--- src/rtl/evt_timer_pkg.sv ---
package evt_timer_pkg;
    localparam int NUM_TMR  = 3;
    localparam int ROUTE_W  = 5;
    localparam int APIC_W   = 1 << ROUTE_W;
    localparam int PIC_W    = 16;
    localparam int ADDR_W   = 8;
    localparam int DATA_W   = 64;

    localparam logic [ADDR_W-1:0] CFG_OFS = 8'h10;
    localparam logic [ADDR_W-1:0] STS_OFS = 8'h20;

    localparam int LEG_T0_PIC  = 0;
    localparam int LEG_T0_APIC = 2;
    localparam int LEG_T1_PIC  = 8;
    localparam int LEG_T1_APIC = 8;

    // encoding is {legacy, enable}
    typedef enum logic [1:0] {
        MODE_HALT     = 2'b00,
        MODE_RUN      = 2'b01,
        MODE_HALT_LEG = 2'b10,
        MODE_RUN_LEG  = 2'b11
    } mode_e;
endpackage

--- src/rtl/evt_acc_decode.sv ---
module evt_acc_decode
    import evt_timer_pkg::*;
(
    input  logic [ADDR_W-1:0] addr,
    input  logic              size64,
    output logic              legal,
    output logic              sel_cfg,
    output logic              sel_sts,
    output logic              upper
);
    logic cfg_lo, cfg_hi, sts_lo, sts_hi;

    always_comb begin
        cfg_lo = (addr == CFG_OFS);
        cfg_hi = (addr == CFG_OFS + 8'd4);
        sts_lo = (addr == STS_OFS);
        sts_hi = (addr == STS_OFS + 8'd4);
        if (size64) legal = cfg_lo | sts_lo;
        else        legal = cfg_lo | cfg_hi | sts_lo | sts_hi;
        sel_cfg = legal & (cfg_lo | cfg_hi);
        sel_sts = legal & (sts_lo | sts_hi);
        upper   = legal & (cfg_hi | sts_hi);
    end
endmodule

--- src/rtl/evt_sts_latch.sv ---
module evt_sts_latch
    import evt_timer_pkg::*;
(
    input  logic               clk,
    input  logic               rst_n,
    input  logic               run,
    input  logic [NUM_TMR-1:0] match,
    input  logic [NUM_TMR-1:0] clr,
    output logic [NUM_TMR-1:0] sts
);
    for (genvar t = 0; t < NUM_TMR; t++) begin : g_bit
        always_ff @(posedge clk) begin
            if (!rst_n)                 sts[t] <= 1'b0;
            else if (match[t] && run)   sts[t] <= 1'b1;
            else if (clr[t])            sts[t] <= 1'b0;
        end

        assert_set_on_match_R5: assert property (@(posedge clk) disable iff (!rst_n)
            (match[t] && run) |=> sts[t]);
        assert_sticky_R7: assert property (@(posedge clk) disable iff (!rst_n)
            (sts[t] && !clr[t]) |=> sts[t]);
        assert_no_set_halted_R5: assert property (@(posedge clk) disable iff (!rst_n)
            (!sts[t] && !run) |=> !sts[t]);
    end
endmodule

--- src/rtl/evt_irq_router.sv ---
module evt_irq_router
    import evt_timer_pkg::*;
(
    input  logic                       run,
    input  logic                       legacy,
    input  logic [NUM_TMR-1:0]         sts,
    input  logic [NUM_TMR*ROUTE_W-1:0] route_sel,
    output logic [APIC_W-1:0]          apic_irq,
    output logic [PIC_W-1:0]           pic_irq
);
    always_comb begin
        apic_irq = '0;
        pic_irq  = '0;
        if (run) begin
            for (int t = 0; t < NUM_TMR; t++) begin
                if (sts[t]) begin
                    if (legacy && t == 0) begin
                        apic_irq[LEG_T0_APIC] = 1'b1;
                        pic_irq[LEG_T0_PIC]   = 1'b1;
                    end else if (legacy && t == 1) begin
                        apic_irq[LEG_T1_APIC] = 1'b1;
                        pic_irq[LEG_T1_PIC]   = 1'b1;
                    end else begin
                        apic_irq[route_sel[t*ROUTE_W +: ROUTE_W]] = 1'b1;
                    end
                end
            end
        end
    end
endmodule

--- src/rtl/evt_timer_cfg.sv ---
module evt_timer_cfg
    import evt_timer_pkg::*;
(
    input  logic                       clk,
    input  logic                       rst_n,
    input  logic                       req_valid,
    input  logic                       req_write,
    input  logic                       req_size64,
    input  logic [ADDR_W-1:0]          req_addr,
    input  logic [DATA_W-1:0]          req_wdata,
    output logic [DATA_W-1:0]          rsp_rdata,
    output logic                       acc_err,
    input  logic [NUM_TMR*ROUTE_W-1:0] route_sel,
    input  logic [NUM_TMR-1:0]         match_pulse,
    output logic                       cnt_en,
    output logic [APIC_W-1:0]          apic_irq,
    output logic [PIC_W-1:0]           pic_irq
);
    mode_e              state, state_nx;
    logic               legal, sel_cfg, sel_sts, upper;
    logic               run, legacy;
    logic               cfg_wr, sts_wr;
    logic [NUM_TMR-1:0] sts, sts_clr;
    logic [DATA_W-1:0]  rd_nx;

    evt_acc_decode u_dec (
        .addr    (req_addr),
        .size64  (req_size64),
        .legal   (legal),
        .sel_cfg (sel_cfg),
        .sel_sts (sel_sts),
        .upper   (upper)
    );

    assign cfg_wr  = req_valid & req_write & sel_cfg & ~upper;
    assign sts_wr  = req_valid & req_write & sel_sts & ~upper;
    assign sts_clr = sts_wr ? req_wdata[NUM_TMR-1:0] : '0;

    // state register
    always_ff @(posedge clk) begin
        if (!rst_n) state <= MODE_HALT;
        else        state <= state_nx;
    end

    // transitions: start, stop, go_legacy, go_routed, hold
    always_comb begin
        state_nx = state;
        if (cfg_wr) begin
            unique case (req_wdata[1:0])
                2'b00:   state_nx = MODE_HALT;
                2'b01:   state_nx = MODE_RUN;
                2'b10:   state_nx = MODE_HALT_LEG;
                default: state_nx = MODE_RUN_LEG;
            endcase
        end
    end

    // outputs of the mode machine
    always_comb begin
        unique case (state)
            MODE_HALT:     begin run = 1'b0; legacy = 1'b0; end
            MODE_RUN:      begin run = 1'b1; legacy = 1'b0; end
            MODE_HALT_LEG: begin run = 1'b0; legacy = 1'b1; end
            default:       begin run = 1'b1; legacy = 1'b1; end
        endcase
    end
    assign cnt_en = run;

    evt_sts_latch u_sts (
        .clk   (clk),
        .rst_n (rst_n),
        .run   (run),
        .match (match_pulse),
        .clr   (sts_clr),
        .sts   (sts)
    );

    evt_irq_router u_rt (
        .run       (run),
        .legacy    (legacy),
        .sts       (sts),
        .route_sel (route_sel),
        .apic_irq  (apic_irq),
        .pic_irq   (pic_irq)
    );

    // read path
    always_comb begin
        rd_nx = '0;
        if (req_valid && !req_write && !upper) begin
            if (sel_cfg)      rd_nx[1:0]         = {legacy, run};
            else if (sel_sts) rd_nx[NUM_TMR-1:0] = sts;
        end
    end

    always_ff @(posedge clk) begin
        if (!rst_n) begin
            rsp_rdata <= '0;
            acc_err   <= 1'b0;
        end else begin
            rsp_rdata <= rd_nx;
            acc_err   <= req_valid & ~legal;
        end
    end

    assert_err_pulse_R3: assert property (@(posedge clk) disable iff (!rst_n)
        (req_valid && !legal) |=> acc_err);
    assert_illegal_no_write_R3: assert property (@(posedge clk) disable iff (!rst_n)
        (req_valid && !legal) |=> $stable(state));
    assert_illegal_zero_read_R3: assert property (@(posedge clk) disable iff (!rst_n)
        (req_valid && !legal) |=> (rsp_rdata == '0));
    assert_halt_silent_R7: assert property (@(posedge clk) disable iff (!rst_n)
        !cnt_en |-> (apic_irq == '0 && pic_irq == '0));
    assert_routed_pic_quiet_R8: assert property (@(posedge clk) disable iff (!rst_n)
        (state == MODE_RUN) |-> (pic_irq == '0));
    assert_legacy_t0_R9: assert property (@(posedge clk) disable iff (!rst_n)
        (state == MODE_RUN_LEG && sts[0]) |-> (pic_irq[LEG_T0_PIC] && apic_irq[LEG_T0_APIC]));
    assert_rsvd_zero_R10: assert property (@(posedge clk) disable iff (!rst_n)
        (rsp_rdata[DATA_W-1:NUM_TMR] == '0));
endmodule

--- config.mk ---
export PLATFORM = sky130hd
export DESIGN_NAME = evt_timer_cfg
export DESIGN_NICKNAME = d
export VERILOG_FILES = /design/src/rtl/evt_timer_pkg.sv /design/src/rtl/evt_acc_decode.sv /design/src/rtl/evt_sts_latch.sv /design/src/rtl/evt_irq_router.sv /design/src/rtl/evt_timer_cfg.sv
export SDC_FILE = /design/constraint.sdc
export NUM_CORES = 1
export LEC_CHECK = 0
export ABC_AREA = 1
export BUFFER_PORTS_ARGS = -buffer_cell sky130_fd_sc_hd__buf_2
export CORE_MARGIN = 2
export CORE_UTILIZATION = 35
export CTS_CLUSTER_DIAMETER = 120
export DETAILED_ROUTE_END_ITERATION = 10
export GPL_TIMING_DRIVEN = 1
export PLACE_DENSITY = 0.8
export RECOVER_POWER = 50
export SKIP_CTS_REPAIR_TIMING = 1
export SLEW_MARGIN = 20
export SYNTH_ARGS = -nofsm -noshare
export SYNTH_HDL_FRONTEND = slang
export SYNTH_SLANG_ARGS = --single-unit
--- constraint.sdc ---
create_clock -name clk -period 3.1 [get_ports clk]
set_clock_uncertainty 0.15 [all_clocks]
set_input_delay 0.62 -clock clk [delete_from_list [all_inputs] [get_ports clk]]
set_output_delay 0.62 -clock clk [all_outputs]
set_load 0.005 [all_outputs]
### After elaboration in Yosys (flattened, before gate mapping)

Cells that the tools add are included.

* bits in registers: 70
* input bits: 95
* output and inout port bits: 114
* word-level logic and storage cells: 98

* $lt $le $gt $ge: 6
* eq/ne operators: 8
* mux-type cells: 35
* bitwise gates (word level): 22
* reduce and logical (&&, ||, !) cells: 19

Operators with widths (count)
* 2-to-1 mux 32 bit: 6
* bitwise OR 32 bit: 2
* 2-to-1 mux 29 bit: 1
* 2-to-1 mux 23 bit: 1
* < comparator 5 x 6 -> 1 bit (second input constant): 3
* 2-to-1 mux 1 bit: 18
* equality test 8 x 5 -> 1 bit (second input constant): 2
* equality test 8 x 6 -> 1 bit (second input constant): 2
* demux 1 bit (select 5 bit): 3
* greater-or-equal comparator 5 x 1 -> 1 bit (second input constant): 3
* AND 1 bit: 9
* logical AND 1 bit: 8
* 2-to-1 mux 8 bit: 1
* 2-to-1 mux 3 bit: 2
* bitwise OR 1 bit: 6
* one-hot mux 2 bit (3 select lines): 1
* nonzero test 2 bit: 3
* inverter 1 bit: 5
* equality test 2 x 1 -> 1 bit (second input constant): 2
* equality test 2 bit (second input constant): 2
* zero test 2 bit: 2
* 2-to-1 mux 2 bit: 2
* OR reduction 2 bit: 2
* OR reduction 4 bit: 1
* other kinds (2): 3

### Logic depth before layout (Yosys ltp)

* depth in word-level cells: 14
* gate-level depth with buffers: 11
* gate-level depth less buffers: 11

### By module

Synthesis repeated with hierarchy kept, for this count alone.

* cells, all modules: 455
* area, all modules: 2359.8 µm²

By module, submodules not included
* evt_irq_router: instances 1, cells each 300, area each 1365.1 µm², sequential area each 0.0 µm²
* evt_timer_cfg: instances 1, cells each 104, area each 738.2 µm², sequential area each 120.1 µm²
* evt_acc_decode: instances 1, cells each 35, area each 143.9 µm², sequential area each 0.0 µm²
* evt_sts_latch: instances 1, cells each 16, area each 112.6 µm², sequential area each 60.1 µm²

### Worst setup path before layout

No wires, ideal clock.

* path kind: input-to-output
* start: input route_sel[4]
* end: output apic_irq[4]
* arrival time: 1.303 ns
* required time: 2.330 ns
* setup slack: 1.027 ns
* stages on the path: 5
* path buffers: 0
* cells stage by stage: nor3_2 > nand2_1 > o32ai_2 > nand2_1 > a21oi_1

* longest elaborated chain between the ends: 14
* elaborated cells on any way between the ends: 15
* those cells by class: order compare: 2; mux: 10; bitwise: 2; reduce/logical: 1

Ends and longest elaborated chain
* from (decl): line evt_timer_cfg.sv:13 `input logic [NUM_TMR*ROUTE_W-1:0] route_sel,`
* < comparator 5 x 6 -> 1 bit (not written as such) / greater-or-equal comparator 5 x 1 -> 1 bit (equally long branches): line evt_irq_router.sv:24 `apic_irq[route_sel[t*ROUTE_W +: ROUTE_W]] = 1'b1;`
* logical AND 1 bit (not written as such): line evt_irq_router.sv:24
* 2-to-1 mux 1 bit (not written as such): line evt_irq_router.sv:24
* demux 1 bit (select 5 bit) (*)
* 2-to-1 mux 29 bit (*): line evt_irq_router.sv:17 `if (legacy && t == 0) begin`
* 2-to-1 mux 32 bit (*): line evt_irq_router.sv:16 `if (sts[t]) begin`
* 2-to-1 mux 32 bit (*): line evt_irq_router.sv:14 `if (run) begin`
* bitwise OR 32 bit (no source line)
* 2-to-1 mux 8 bit: line evt_irq_router.sv:20 `end else if (legacy && t == 1) begin`
* 2-to-1 mux 32 bit (*): line evt_irq_router.sv:16
* 2-to-1 mux 32 bit (*): line evt_irq_router.sv:14
* bitwise OR 32 bit (no source line)
* 2-to-1 mux 32 bit (*): line evt_irq_router.sv:16
* 2-to-1 mux 32 bit (*): line evt_irq_router.sv:14
* to (decl): line evt_timer_cfg.sv:16 `output logic [APIC_W-1:0] apic_irq,`

Every way passes the cells marked *; elsewhere a longest branch is shown, timed or not. The select of a mux whose other input is x is not followed.

### Final worst setup path

* start: input route_sel[11]
* end: output apic_irq[8]

* longest elaborated chain between the ends: 7
* elaborated cells on any way between the ends: 8
* those cells by class: order compare: 2; mux: 4; bitwise: 1; reduce/logical: 1

Ends and longest elaborated chain (line)
* < comparator 5 x 6 -> 1 bit (not written as such) / greater-or-equal comparator 5 x 1 -> 1 bit (equally long branches): evt_irq_router.sv:24
* logical AND 1 bit (not written as such): evt_irq_router.sv:24
* 2-to-1 mux 1 bit (not written as such): evt_irq_router.sv:24
* demux 1 bit (select 5 bit) (*)
* bitwise OR 32 bit (no source line) (*)
* 2-to-1 mux 32 bit (*): evt_irq_router.sv:16
* 2-to-1 mux 32 bit (*): evt_irq_router.sv:14

Every way passes the cells marked *; elsewhere a longest branch is shown, timed or not.

==> flow_summary.toml <==
[status]
outcome = "finished, final reports clean"

[drt]
drc = 0
antenna_left = 0
firstDrtPassIters = 4
avgRoutedWirePerCell_um = 12.1
drt_iter0_drc = 157
wirelength_um = 6230
avgViaCountPerCell = 4.80
vias = 2464

[run]
drv_cap = 0

[die]
core_area_um2 = 5960
dieArea_um2 = 6820
die_w_um = 82.6
io_pins = 209
start_util_pct = 36.3
die_h_um = 82.6
rows = 28

[pwr]
ir_drop_uv = 279
power.total_mw = 0.365
leakagePower_nw = 1.08
p_per_area_nw_per_um2 = 158

[global_route]
overflow = 0
grt_pass1_wl_um = 9400
grt_use_total_pct = 17.1
antenna_found_initial = 0
grt_max_degree = 35
grt_pass1_vias = 1994

[sta]
hold_viol = 0
worst_pin_slew_ns = 0.679
hold_slack_ns = 0.391
slew_headroom_pct = 54.5
grt_setup_unrepaired = "no"
report.final.slew_viol_count = 0
fmax_ghz = 0.379
final.period_utilization_pct = 85.0
setup_violations = 0
finalCriticalPeriod_ns = 2.64
setup_tns_ns = 0

[clock_network]
ctsLongestPathBuffers = 2
path_clk_slew_ns = 0.04
cts_tree = "yes"
cts_buffers = 3
htree_levels = 1
cts_root_buf = "clkbuf_8"
clock_sink_count = 9
clkLatencyLatePin_ns = 0.23

[place]
numPortBuffers = 72
dp_hpwl_um = 5060
place_inst = 509
gp_congestion = 0.941

[cells_and_area]
nets = 534
drive_gt1_share_pct = 22.6
n_antenna_cell = 0
stdcell_count = 513
syn2layout_area_growth_pct = 7.06

[yosys]
syn_area_um2 = 2160
ys_seq_area_share_pct = 8.34
yosysWarnings = 0
synth.most_common_cell = "nand2_1"
synth-edff-count = 0
synth_cell_types = 30
yosys.area.top_type = "buf_4"
synthTopCellsByCount = "nand2_1, buf_4, a21oi_1, inv_1, o22ai_1"
avgSynthCellArea_um2 = 5.86
ys.flop_type = "dfxtp_1"
synth_top_area_share_pct = 26.1
synth_seq_cells = 9
postSynthCellCount = 369
ys_top_cells_by_area = "buf_4, nand2_1, dfxtp_1"
synth-async-reset-ratio_pct = 0

[critical_path]
crit_arrival_ns = 1.87
ff2ff_setup_slack_ns = 1.53
path_cells = "buf_2, nor3_2, nand2_1, a41oi_1, buf_2"
setup.worst_path.end_class = "output port"
start_kind = "input port"
crit_buf_inv = 2
max_stage_delay_ns = 0.58
crit_slowest_cell = "nor3_2"
critical_path_peak_fanout = 8
critPathTopFamily = "simple AND/OR/NAND/NOR gates"
crit_path_frequent_cell = "buf_2"
required_ns = 2.33
worstSetupPathType = "input port to output port"

[min_path]
worstHoldPathType = "flip-flop to flip-flop"
==> cells by family after synthesis <==
| group | Yosys count | synth area share, % |
|---|---|---|
| AND/OR/NAND/NOR | 161 | 36.7 |
| buffers and inverters | 125 | 34.9 |
| AO/OA/AOI/OAI | 73 | 19.9 |
| flip-flops | 9 | 8.34 |
| other | 1 | 0.174 |
==> worst min-delay path, stage by stage, from the launching register on <==
cell	delay, ns
dfxtp_1	0.36
a21oi_1	0.08
nor2_1	0.07
==> path summary, 6_finish.rpt <==
| check | start | end | cells after the start |
|---|---|---|---|
| worst min register to register | u_sts.sts[2] | u_sts.sts[2] | 2 |
| worst min-delay path | u_sts.sts[2] | u_sts.sts[2] | 2 |
| worst max register to register | state[0] | rsp_rdata[0] | 5 |
| worst max-delay path | route_sel[11] | apic_irq[8] | 5 |
==> layout make-up <==
cell class / instances / area [µm²]
Tap cell: 75 / 93.8
Timing Repair Buffer: 75 / 370
Multi-Input combinational cell: 309 / 1470
Fill cell: 666 / 3640
Inverter: 41 / 155
Clock buffer: 4 / 45.0
Sequential cell: 9 / 180
==> placed cells by master (no fill, tap or decap), types with 3 or more instances in the layout <==
master / netlist / layout
conb_1: 1 / 75
nor3_1: 12 / 12
a21oi_1: 35 / 35
inv_1: 32 / 32
nand2_4: 5 / 4
o21ai_0: 4 / 6
nand2_1: 84 / 85
buf_2: 2 / 64
clkbuf_8: 0 / 3
clkbuf_1: 3 / 9
dfxtp_1: 9 / 9
nor3_2: 5 / 5
inv_2: 7 / 7
nand3_1: 22 / 23
nand2_2: 6 / 6
o22ai_1: 28 / 28
nor2_1: 18 / 20
==> where the power goes <==
part / internal (mW) / switching, mW
logic: 0.0310 / 0.0812
registers: 0.117 / 0.000345
clock network: 0.0896 / 0.0460
total: 0.237 / 0.127
==> state kept, by name (all words and copies together), names as in the netlist <==
name,cells
rsp_rdata,3
state,2
acc_err,1
u_sts.sts,3
==> per-stage QoR <==
step | util [%] | worst slack [ns] | cell area (µm²)
2_1_floorplan | - | 1.03 | 2440
3_3_place_gp | 38.9 | 0.541 | 2320
3_5_place_dp | 38.9 | 0.534 | 2320
4_1_cts | 39.6 | 0.529 | 2360
5_1_grt | 38.8 | 0.418 | 2310
6_report | 38.8 | 0.464 | 2310
==> layer usage <==
| layer | share of wire (%) | GRT usage (%) |
|---|---|---|
| met1 | 40 | 21.8 |
| met2 | 49 | 31.9 |
| met3 | 11 | 1.85 |
| met4 | 0.51 | 1.48 |
| met5 | 0 | 0 |
No activity file was read; power rests on OpenSTA's default activity.
